===== src/rtl/bar_dec_pkg.sv =====
package bar_dec_pkg;
  localparam int WORD_W = 32;
  localparam int LOG2_W = 8;
  localparam int CMD_W = 16;
  localparam int CMD_IO_BIT = 0;
  localparam int CMD_MEM_BIT = 1;
  localparam int ROM_EN_BIT = 0;
  localparam logic [WORD_W:0] IO_LIMIT = 33'h0_0001_0000;

  // strobes from control to datapath
  typedef struct packed {
    logic ioOn;
    logic memOn;
    logic romOn;
    logic cmpOn;
  } decStrobes_t;
endpackage


===== src/rtl/bar_dec_ctrl.sv =====
module bar_dec_ctrl
  import bar_dec_pkg::*;
(
  input  logic [CMD_W-1:0]  cmdWord,
  input  logic [WORD_W-1:0] romWord,
  input  logic              reqValid,
  output decStrobes_t       strobes
);
  always_comb begin
    strobes.ioOn  = cmdWord[CMD_IO_BIT];
    strobes.memOn = cmdWord[CMD_MEM_BIT];
    strobes.romOn = romWord[ROM_EN_BIT];
    strobes.cmpOn = reqValid;
  end
endmodule


===== src/rtl/bar_dec_datapath.sv =====
module bar_dec_datapath
  import bar_dec_pkg::*;
#(
  parameter int NUM_BARS = 6,
  parameter logic [NUM_BARS*LOG2_W-1:0] BAR_LOG2 = {8'd16, 8'd4, 8'd0, 8'd20, 8'd8, 8'd12},
  parameter logic [NUM_BARS-1:0] BAR_IO = 6'b010010,
  parameter int ROM_LOG2 = 16
) (
  input  logic                       clk,
  input  logic                       rstN,
  input  logic [NUM_BARS*WORD_W-1:0] barWords,
  input  logic [WORD_W-1:0]          romWord,
  input  logic [WORD_W-1:0]          reqAddr,
  input  logic                       reqIsIo,
  input  decStrobes_t                strobes,
  output logic [NUM_BARS:0]          hitVec,
  output logic [WORD_W-1:0]          hitOffset
);
  localparam int NUM_REG = NUM_BARS + 1;
  localparam int EXT_W = WORD_W + 1;
  localparam logic [EXT_W-1:0] TOP_END = {1'b0, {WORD_W{1'b1}}};

  logic [WORD_W-1:0] rawWord  [NUM_REG];
  logic [LOG2_W-1:0] sizeLog2 [NUM_REG];
  logic [EXT_W-1:0]  sizeM1   [NUM_REG];
  logic [EXT_W-1:0]  winBase  [NUM_REG];
  logic [EXT_W-1:0]  winEnd   [NUM_REG];
  logic [NUM_REG-1:0] isIoReg, spaceOn, winOk, match;
  logic [EXT_W-1:0] reqExt;
  logic [NUM_REG-1:0] nextVec;
  logic [WORD_W-1:0] nextOff;

  assign reqExt = {1'b0, reqAddr};

  for (genvar g = 0; g < NUM_REG; g++) begin : g_region
    if (g < NUM_BARS) begin : g_bar
      assign rawWord[g]  = barWords[g*WORD_W +: WORD_W];
      assign sizeLog2[g] = BAR_LOG2[g*LOG2_W +: LOG2_W];
      assign isIoReg[g]  = BAR_IO[g];
      assign spaceOn[g]  = BAR_IO[g] ? strobes.ioOn : strobes.memOn;
    end else begin : g_rom
      assign rawWord[g]  = romWord;
      assign sizeLog2[g] = LOG2_W'(ROM_LOG2);
      assign isIoReg[g]  = 1'b0;
      assign spaceOn[g]  = strobes.memOn & strobes.romOn;
    end

    assign sizeM1[g]  = (EXT_W'(1) << sizeLog2[g]) - EXT_W'(1);
    assign winBase[g] = {1'b0, rawWord[g]} & ~sizeM1[g];
    assign winEnd[g]  = winBase[g] + sizeM1[g];

    // legality: present, enabled, nonzero base, no wrap, space limit
    assign winOk[g] = spaceOn[g]
                    && (sizeLog2[g] != '0)
                    && (winBase[g] != '0)
                    && (winEnd[g] > winBase[g])
                    && !winEnd[g][WORD_W]
                    && (isIoReg[g] ? (winEnd[g] < IO_LIMIT)
                                   : (winEnd[g] != TOP_END));

    assign match[g] = strobes.cmpOn && winOk[g]
                    && (isIoReg[g] == reqIsIo)
                    && (reqExt >= winBase[g])
                    && (reqExt <= winEnd[g]);
  end

  // lowest-numbered match wins: scan downward, last assignment stands
  always_comb begin
    nextVec = '0;
    nextOff = '0;
    for (int i = NUM_REG - 1; i >= 0; i--) begin
      if (match[i]) begin
        nextVec = NUM_REG'(1) << i;
        nextOff = reqAddr & sizeM1[i][WORD_W-1:0];
      end
    end
  end

  always_ff @(posedge clk or negedge rstN) begin
    if (!rstN) begin
      hitVec    <= '0;
      hitOffset <= '0;
    end else begin
      hitVec    <= nextVec;
      hitOffset <= nextOff;
    end
  end
endmodule


===== src/rtl/bar_window_decoder.sv =====
module bar_window_decoder
  import bar_dec_pkg::*;
#(
  parameter int NUM_BARS = 6,
  parameter logic [NUM_BARS*LOG2_W-1:0] BAR_LOG2 = {8'd16, 8'd4, 8'd0, 8'd20, 8'd8, 8'd12},
  parameter logic [NUM_BARS-1:0] BAR_IO = 6'b010010,
  parameter int ROM_LOG2 = 16
) (
  input  logic                       clk,
  input  logic                       rstN,
  input  logic [NUM_BARS*WORD_W-1:0] barWords,
  input  logic [WORD_W-1:0]          romWord,
  input  logic [CMD_W-1:0]           cmdWord,
  input  logic                       reqValid,
  input  logic [WORD_W-1:0]          reqAddr,
  input  logic                       reqIsIo,
  output logic [NUM_BARS:0]          hitVec,
  output logic [WORD_W-1:0]          hitOffset
);
  decStrobes_t strobes;

  bar_dec_ctrl uCtrl (
    .cmdWord (cmdWord),
    .romWord (romWord),
    .reqValid(reqValid),
    .strobes (strobes)
  );

  bar_dec_datapath #(
    .NUM_BARS(NUM_BARS),
    .BAR_LOG2(BAR_LOG2),
    .BAR_IO  (BAR_IO),
    .ROM_LOG2(ROM_LOG2)
  ) uPath (
    .clk      (clk),
    .rstN     (rstN),
    .barWords (barWords),
    .romWord  (romWord),
    .reqAddr  (reqAddr),
    .reqIsIo  (reqIsIo),
    .strobes  (strobes),
    .hitVec   (hitVec),
    .hitOffset(hitOffset)
  );
endmodule


===== config.mk =====
export PLATFORM = sky130hd
export DESIGN_NAME = bar_window_decoder
export DESIGN_NICKNAME = d
export VERILOG_FILES = /design/src/rtl/bar_dec_pkg.sv /design/src/rtl/bar_dec_ctrl.sv /design/src/rtl/bar_dec_datapath.sv /design/src/rtl/bar_window_decoder.sv
export SDC_FILE = /design/constraint.sdc
export NUM_CORES = 1
export LEC_CHECK = 0
export ABC_CLOCK_PERIOD_IN_PS = 800
export CORE_AREA = 2 2 121 123
export CTS_BUF_LIST = sky130_fd_sc_hd__clkbuf_16
export DETAILED_ROUTE_END_ITERATION = 16
export DIE_AREA = 0 0 123 125
export DONT_BUFFER_PORTS = 1
export HOLD_SLACK_MARGIN = 0.1
export PLACE_DENSITY = 0.51
export SETUP_SLACK_MARGIN = 0.05
export SYNTH_ARGS = -nofsm -noshare
export SYNTH_HDL_FRONTEND = slang
export SYNTH_SLANG_ARGS = --single-unit

===== constraint.sdc =====
create_clock -name clk -period 0.8 [get_ports clk]
set_clock_uncertainty 0.1 [all_clocks]
set_input_delay 0.2 -clock clk [delete_from_list [all_inputs] [get_ports clk]]
set_output_delay 0.2 -clock clk [all_outputs]
set_load 0.005 [all_outputs]

## After elaboration in Yosys (flattened, before gate mapping)

Cells that the tools add are included.

| word-level totals | value |
|---|---|
| register bits | 39 |
| input port bits | 276 |
| output and inout port bits | 39 |
| word-level logic and storage cells | 106 |

| operators by class | value |
|---|---|
| add/sub/neg operators | 6 |
| magnitude comparators | 20 |
| equality and inequality tests | 4 |
| multiplexer cells | 12 |
| bitwise logic cells | 2 |
| reduce and logical (&&, ||, !) cells | 60 |

Operator list:

| cell | number |
|---|---|
| 33-bit by 32-bit > comparator with 1-bit output | 6 |
| 32-bit by 33-bit <= comparator with 1-bit output | 6 |
| 33-bit nonzero test | 6 |
| 32-bit >= comparator | 6 |
| 32-bit 2-to-1 mux | 5 |
| 33-bit by 32-bit inequality test with 1-bit output, second input constant | 4 |
| 32-bit by 16-bit adder with 33-bit output, second input constant | 2 |
| 33-bit by 17-bit less-than comparator with 1-bit output, second input constant | 2 |
| 1-bit logical AND | 48 |
| 7-bit 2-to-1 mux | 6 |
| 32-bit by 12-bit adder with 33-bit output, second input constant | 1 |
| 32-bit by 20-bit adder with 33-bit output, second input constant | 1 |
| 32-bit by 4-bit adder with 33-bit output, second input constant | 1 |
| 32-bit by 8-bit adder with 33-bit output, second input constant | 1 |
| 16-bit 2-to-1 mux | 1 |
| 1-bit logical NOT | 6 |
| 1-bit AND | 1 |
| 1-bit inverter | 1 |

## Longest topological paths before layout

Gate-level depths: netlist of run 1.

| logic depth | value |
|---|---|
| word-level depth | 15 |
| mapped depth | 10 |
| depth with buffers taken out | 10 |

## Modules after synthesis

A second synthesis of run 1 with hierarchy kept.

| unflattened totals | value |
|---|---|
| cell total of the unflattened synthesis | 686 |
| area, all modules | 5238.8 µm² |

By module, submodules not included:

| module | instances | cells each | area each (µm²) |
|---|---|---|---|
| bar_dec_datapath | 1 | 682 | 5208.7 |
| bar_dec_ctrl | 1 | 4 | 30.0 |

## Least setup slack after synthesis of run 1

Ideal clock, no wire load.

| timing path | value |
|---|---|
| path kind | input to register |
| from | input port barWords[142] |
| to | register uPath.hitVec[6] |
| setup time | 0.132 ns |
| data arrival time | 2.216 ns |
| setup slack | -1.648 ns |
| stages | 10 |
| path buffers | 0 |
| path through | inv_1 -> ha_1 -> a21o_1 -> a221o_1 -> o21bai_1 -> a221o_1 -> a221o_1 -> a221oi_2 -> or3_1 -> nor4_1 |

| on the way | value |
|---|---|
| cells in the longest elaborated chain, start to end | 13 |

RTL lines:

| element | RTL line | text |
|---|---|---|
| from (decl) | bar_window_decoder.sv:11 | `input logic [NUM_BARS*WORD_W-1:0] barWords,` |
| 32-bit by 4-bit adder with 33-bit output or 33-bit nonzero test (tied branches) | bar_dec_datapath.sv:50, bar_dec_datapath.sv:55 |  |
| 33-bit by 32-bit > comparator with 1-bit output or 1-bit logical AND (tied branches) | bar_dec_datapath.sv:56, bar_dec_datapath.sv:55 |  |
| 1-bit logical AND | bar_dec_datapath.sv:56 | `&& (winEnd[g] > winBase[g])` |
| 1-bit logical AND | bar_dec_datapath.sv:57 | `&& !winEnd[g][WORD_W]` |
| 1-bit logical AND | bar_dec_datapath.sv:58 | `&& (isIoReg[g] ? (winEnd[g] < IO_LIMIT)` |
| 1-bit logical AND | bar_dec_datapath.sv:61 | `assign match[g] = strobes.cmpOn && winOk[g]` |
| 1-bit logical AND | bar_dec_datapath.sv:62 | `&& (isIoReg[g] == reqIsIo)` |
| 1-bit logical AND | bar_dec_datapath.sv:63 | `&& (reqExt >= winBase[g])` |
| 1-bit logical AND * | bar_dec_datapath.sv:64 | `&& (reqExt <= winEnd[g]);` |
| 7-bit 2-to-1 mux * (4 in a row) | bar_dec_datapath.sv:72 | `if (match[i]) begin` |
| net uPath.nextVec[6] | bar_dec_datapath.sv:30 | `logic [NUM_REG-1:0] nextVec;` |
| to (signal assigned) | bar_dec_datapath.sv:84 | `hitVec <= nextVec;` |
| to (decl) | bar_dec_datapath.sv:16 | `output logic [NUM_BARS:0] hitVec,` |

Mark *: on every way through the listed nets, which the timed path passes. The rest lies on a longest branch.

## Worst setup path in the final report of run 1

| timing path | value |
|---|---|
| from | input port reqAddr[3] |
| to | register uPath.hitOffset[15] |

| on the way | value |
|---|---|
| cells in the longest elaborated chain, start to end | 9 |

RTL lines:

| element | RTL line | text |
|---|---|---|
| from (decl) | bar_window_decoder.sv:15 | `input logic [WORD_W-1:0] reqAddr,` |
| 32-bit >= comparator | bar_dec_datapath.sv:63 |  |
| 1-bit logical AND | bar_dec_datapath.sv:63 |  |
| 1-bit logical AND | bar_dec_datapath.sv:64 |  |
| 16-bit 2-to-1 mux | bar_dec_datapath.sv:72 |  |
| 32-bit 2-to-1 mux (4 in a row) | bar_dec_datapath.sv:72 |  |
| 32-bit 2-to-1 mux * | bar_dec_datapath.sv:72 |  |
| net uPath.nextOff[15] | bar_dec_datapath.sv:31 | `logic [WORD_W-1:0] nextOff;` |
| to (signal assigned) | bar_dec_datapath.sv:85 | `hitOffset <= nextOff;` |
| to (decl) | bar_dec_datapath.sv:17 | `output logic [WORD_W-1:0] hitOffset` |

Marked as above.

==> out/results.txt, run 1 <==
yosys warns: 0
IO buf count: 0
leading area contributor after synthesis: ha_1
I/O pins: 315
Final WS setup: -1.434 ns
number of synthesized flops with an enable pin: 0
sequential share of the synthesized area: 12.62%
synth unique cells: 59
# rows: 44
RePlAce Congestion: 0.8742
DRT iter0 DRCs: 247
global route overflow: 0
Design Power: 5.671 mW
FF+latch area: 650.6 um2
fraction of registers with async set/reset: 100.0%
Synth Flop Type: dfrtp_1
RSZ-0062 raised after global routing: true
Total Nets Final: 1156
die area: 15380 um2
status: finished with violations
crit path max fanout: 4
H-tree depth: 1
ant diodes: 0
Area after DPL: 6147 um2
share of cells above drive strength 1: 25.50%
Sink Count: 26
Crit path largest cell delay: 0.41 ns
Slew Viols, Final: 0
cells after synthesis: 675
critical path, cell by cell: nor4_4, and4_4, and3_4, o21ai_2, a311o_1, buf_4, o221ai_4, nor3b_4, and2_1
Clock Path Buffers: 2
largest net degree at the start of global routing: 27
Residual DRC: 0
TritonCTS buffer count: 3
Min Hold Slack: -0.4751 ns
Vias: 5404
violated checks: hold timing, setup timing
area grow syn2layout: 32.43%
Slew headroom: 51.69%
post-route ant nets: 0
dominant cells by area after synthesis: ha_1 (30%), dfrtp_1 (13%), inv_1 (9.5%)
Setup CP Type: in -> reg
Critical Path AT: 2.33 ns
initial antenna violation count: 0
Total GRT Usage: 23.77%
DIE HEIGHT: 125 um
Starting Density: 36.29%
final worst-path cycle share: 279.3%
first-pass GRT wire length: 28810 um
Clock transition at path regs: 0.06 ns
Die Width: 123 um
total wire length: 18760 um
Max IR drop VDD: 462.0 uV
CP max-delay cell: a311o_1
Hold Crit Class: in -> async
Critical Path RT: 0.90 ns
Design Area, Final: 6827 um2
vias in the first global route: 5640
area of the multi-input gates: 4684 um2
maxcap violations: 0
final core utilization: 48.06%
synthesized area: 5155 um2
DR vias/cell: 5.743
Pre-antenna DRT Iters: 4
Hold Vio Cnt, Final: 41
slew at the pin closest to its max-slew limit: 0.7247 ns
WL/cell: 19.93 um
Final HPWL DP: 15720 um
clock root cell: clkbuf_16
CP endpoint kind: flip-flop
Fin Setup TNS: -38.34 ns
Final setup viols: 52
CP Launch Type: input pin
post-synthesis register bit count: 26
Pwr Density: 830.7 nW/um2
top cell type's share of synthesized area: 29.61%
filler cell count: 1352
leakage: 3.257 nW
fmax: 447.6 MHz
post-layout min period: 2.234 ns
TritonCTS clock tree: built
syn avg cell area: 7.637 um2
Floorplan Core Area: 14200 um2
[cells in the final DEF (no fill, tap or decap), drive strengths merged, types with 11 or more instances in the layout]
| master | n |
|---|---|
| a21oi | 53 |
| dfrtp | 26 |
| ha | 122 |
| nand4 | 39 |
| and3 | 11 |
| nor4 | 41 |
| inv | 130 |
| conb | 13 |
| buf | 79 |
| nand2 | 27 |
| nor2 | 26 |
| nand3 | 26 |
| nor2b | 16 |
| o21ai | 20 |
| a21o | 21 |
| nor3 | 13 |
[how the worst max path moves through the flow]
stage	from	endpoint	slack [ns]	cells after the start
2_1_floorplan	reqAddr[15]	uPath.hitVec[6]	-1.54	9
3_3_place_gp	barWords[23]	uPath.hitVec[5]	-1.76	11
3_5_place_dp	barWords[134]	uPath.hitVec[6]	-1.77	10
4_1_cts	reqAddr[15]	uPath.hitVec[6]	-1.45	9
5_1_grt	barWords[180]	uPath.hitOffset[13]	-1.52	11
6_report	reqAddr[3]	uPath.hitOffset[15]	-1.43	9
[area by class of cell]
class	instances	share of cell area, %
inverter	130	7.551
clock buffer	3	1.100
clock inverter	1	0.4399
multi-input combinational	518	68.62
timing repair buffer	79	9.384
tap	184	3.372
sequential	26	9.531
[worst max-delay path, delay by kind of cell]
kind	cells	cell delay, ns
AND/OR/NAND/NOR	5	1.33
AO/OA/AOI/OAI	3	0.65
buffers and inverters	1	0.16
[cells by family (layout without fill, tap and decap cells)]
family	after synthesis	count (layout)	synth area share (%)
AND/OR/NAND/NOR	225	225	25.36
AO/OA/AOI/OAI	158	158	20.97
buffers and inverters	143	213	11.36
adder cells (fa/ha/maj)	122	122	29.61
flip-flops	26	26	12.62
other	1	13	0.07275
[metal layers]
| metal | vias to the layer above | global-route usage [%] | share of wire (%) | routed length [um] |
|---|---|---|---|---|
| met5 | - | 0 | 0 | 0 |
| met4 | 0 | 6.083 | 2.4 | 448 |
| met3 | 26 | 3.422 | 7.1 | 1323 |
| met2 | 203 | 42.44 | 49 | 9210 |
| met1 | 2538 | 29.55 | 41 | 7774 |
| li1 | 2637 | - | - | - |
[registers in the layout (all words and copies together), names as in the netlist]
| register | count |
|---|---|
| uPath.hitOffset | 20 |
| uPath.hitVec | 6 |
[stage by stage]
step	hold WS, ns	worst slack (ns)	cells
floorplan	-0.1956	-1.537	687
CTS	-0.4776	-1.448	935
global placement	-0.1951	-1.759	923
finish	-0.4751	-1.434	941
detailed placement	-0.1950	-1.769	923
global route	-0.4831	-1.517	941
[where the power goes]
group | total, mW | internal, mW | leakage, nW | switching, mW
Clock | 1.45 | 0.996 | 0.0511 | 0.450
Sequential | 1.38 | 1.36 | 0.360 | 0.0229
Combinational | 2.85 | 1.44 | 2.85 | 1.41
Total | 5.67 | 3.79 | 3.26 | 1.88
[cell usage after synthesis (3+ instances only)]
cell type and instances:
a31oi_1 6, nand3_1 26, inv_1 130, nor2b_1 16, o31ai_1 3, o21bai_1 3
a21oi_1 53, a2111oi_0 4, dfrtp_1 26, a221o_1 5, a21o_1 21, o21ai_0 19
nand2_1 27, nor2_1 26, ha_1 122, nor4_1 37, nand4_1 39, nor3_1 11
nor4_2 3, and2_1 8, o211ai_1 8, o21a_1 4, and4_1 5, a211oi_1 7
buf_4 13, and3_1 11
[what timing repair did]
| action | 4_1_cts | 5_1_grt |
|---|---|---|
| buffers inserted | 8 | 6 |
| endpoints found under the hold margin | 45 | 45 |
| endpoints found under the setup margin | 52 | 52 |
| pin swaps | 28 | 29 |
| gates resized for setup | 37 | 48 |
Power figures use the tool's default switching activity.
==> run 2, diff against run 1 <==
- CORE_AREA: 2 2 121 123 -> 5 5 120 122
- DIE_AREA: 0 0 123 125 -> 0 0 125 127
- PLACE_DENSITY: 0.51 -> 0.54
==> run 2 against run 1 <==
- the run still ends with hold timing, setup timing left
- worst hold slack got worse by 0.0028 ns
- routed wire length decreased by 0.33%
- non-clock buffer count increased by 5
- first-iteration DRC count decreased by 10%
==> out/results.txt, run 2 (same netlist as run 1, synthesis figures left out) <==
met3 Resource Use GR: 3.965% (+0.54 points)
Max IR drop VDD: 540.5 uV (+17%)
Final setup viols: 52 (unchanged)
global route overflow: 0 (unchanged)
Critical Path AT: 2.32 ns (about the same)
CP most frequent cell: a221o_1
Floorplan Core Area: 13090 um2 (-7.9%)
Slew Viols, Final: 0 (unchanged)
Final WS setup: -1.461 ns (-0.02654 ns)
post-layout min period: 2.261 ns (+0.02654 ns)
total wire length: 18700 um (-0.33%)
first-pass GRT wire length: 28860 um (+0.17%)
DR vias/cell: 5.712 (-0.53%)
switching portion of total power: 32.88% (-0.33 points)
status: finished with violations
RSZ-0062 raised after global routing: true
H-tree depth: 1 (unchanged)
crit path max fanout: 6 (+2)
violated checks: hold timing, setup timing
I/O pins: 315 (unchanged)
Crit path largest cell delay: 0.35 ns (-0.06 ns)
met1 usage: 26.28% (-3.3 points)
met2 Track Usage GR: 42.20% (-0.24 points)
Total Nets Final: 1161 (+0.43%)
# rows: 42 (-4.5%)
Critical Path RT: 0.86 ns (-0.04 ns)
TritonCTS clock tree: built
leakage: 3.250 nW (-0.23%)
Final HPWL DP: 16080 um (+2.3%)
clock root cell: clkbuf_16
Clock transition at path regs: 0.06 ns (about the same)
Largest Register: uPath.hitOffset
final worst-path cycle share: 282.6% (+3.3 points)
CP Launch Type: input pin
vias in the first global route: 5686 (+0.82%)
Total GRT Usage: 22.32% (-1.5 points)
maxcap violations: 0 (unchanged)
Setup CP Type: in -> reg
CP max-delay cell: a221o_1
TritonCTS buffer count: 3 (unchanged)
top flop regs: uPath.hitOffset: 20 flops, uPath.hitVec: 6 flops
most common cell after layout, fill and taps aside: inv_1
Hold Crit Class: in -> async
Sink Count: 26 (unchanged)
RePlAce Congestion: 0.9199 (+5.2%)
DRT iter0 DRCs: 222 (-10%)
Vias: 5358 (-0.85%)
Most Used Layer, Global Route: met2
Pint: 3.790 mW (about the same)
commonest cells after routing, fill and taps aside: inv_1 (114), ha_1 (96), buf_4 (77), a21oi_1 (39), nand4_1 (39)
IO buf count: 0 (unchanged)
Flop pwr share: 24.4% (about the same)
initial antenna violation count: 0 (unchanged)
Starting Density: 39.40% (+3.1 points)
die area: 15880 um2 (+3.3%)
Clk pwr share: 25.6% (about the same)
Pre-antenna DRT Iters: 4 (unchanged)
DIE HEIGHT: 127 um (+1.6%)
Clock Path Buffers: 2 (unchanged)
Pwr Density: 830.6 nW/um2 (about the same)
CP endpoint kind: flip-flop
largest net degree at the start of global routing: 27 (unchanged)
P_sw: 1.857 mW (-1.4%)
Largest register FFs: 20 (unchanged)
setup slack at placement: -1.721 ns (+0.04833 ns)
Comb power frac: 49.9% (-0.3 points)
Die Width: 125 um (+1.6%)
critical path, cell by cell: ha_4, a21o_1, a221o_1, o21bai_1, a221o_1, a221o_1, a221oi_4, or3_4, nor4_2
Residual DRC: 0 (unchanged)
share of cells above drive strength 1: 26.12% (+0.62 points)
fmax: 442.3 MHz (-1.2%)
post-route ant nets: 0 (unchanged)
ant diodes: 0 (unchanged)
Min Hold Slack: -0.4779 ns (-0.002796 ns)
Hold Vio Cnt, Final: 43 (+4.9%)
area grow syn2layout: 31.87%
WL/cell: 19.93 um (about the same)
==> run 2: layout make-up <==
cell class	count	area [um2]
multi-input combinational	518	4636
clock inverter	1	30.03
timing repair buffer	84	674.4
clock buffer	3	75.07
tap	176	220.2
inverter	130	511.7
sequential	26	650.6
fill	1263	6287
==> run 2: metal layers <==
metal | vias to the layer above | routed length [um]
li1 | 2653 | -
met1 | 2490 | 7587
met2 | 192 | 9542
met3 | 23 | 1219
met4 | 0 | 346
met5 | - | 0
==> run 2: critical path: cells and delay by family <==
kind | cells | cell delay [ns]
AOI/OAI and AO/OA | 6 | 1.66
adders and majority gates | 1 | 0.22
and+or+nand+nor | 2 | 0.23
==> run 2: worst paths after layout <==
path / from / end
hold / removal: rstN / uPath.hitOffset[10]
setup / recovery: reqAddr[14] / uPath.hitVec[6]
max in group asynchronous: rstN / uPath.hitVec[2]
min in group clk: reqAddr[12] / uPath.hitOffset[12]
==> run 2: power by group through the flow <==
stage          registers (mW)  clock network (mW)  logic, mW
6_report                 1.38                1.45       2.82
5_1_grt                  1.38                1.50       3.17
4_1_cts                  1.38                1.46       2.65
3_5_place_dp             1.41                   0       2.50
3_3_place_gp             1.40                   0       2.41
2_1_floorplan            1.40                   0       1.79
==> run 2: timing repair <==
action                                 4_1_cts  5_1_grt
setup buffers                                8        3
pin swaps                                   21       23
resized for setup                           34       43
setup endpoints to repair                   52       52
endpoints found under the hold margin       45       45
==> run 2: through the flow <==
step	util [%]	setup TNS [ns]	std cells	power (mW)	area, um2
after detailed placement	47.32	-42.70	924	3.904	6192
after CTS	50.06	-38.14	935	5.488	6550
after floorplan	-	-35.33	687	3.184	5502
after global placement	47.32	-41.90	924	3.813	6192
final	51.95	-37.41	938	5.646	6798
after global routing	51.95	-40.41	938	6.060	6798
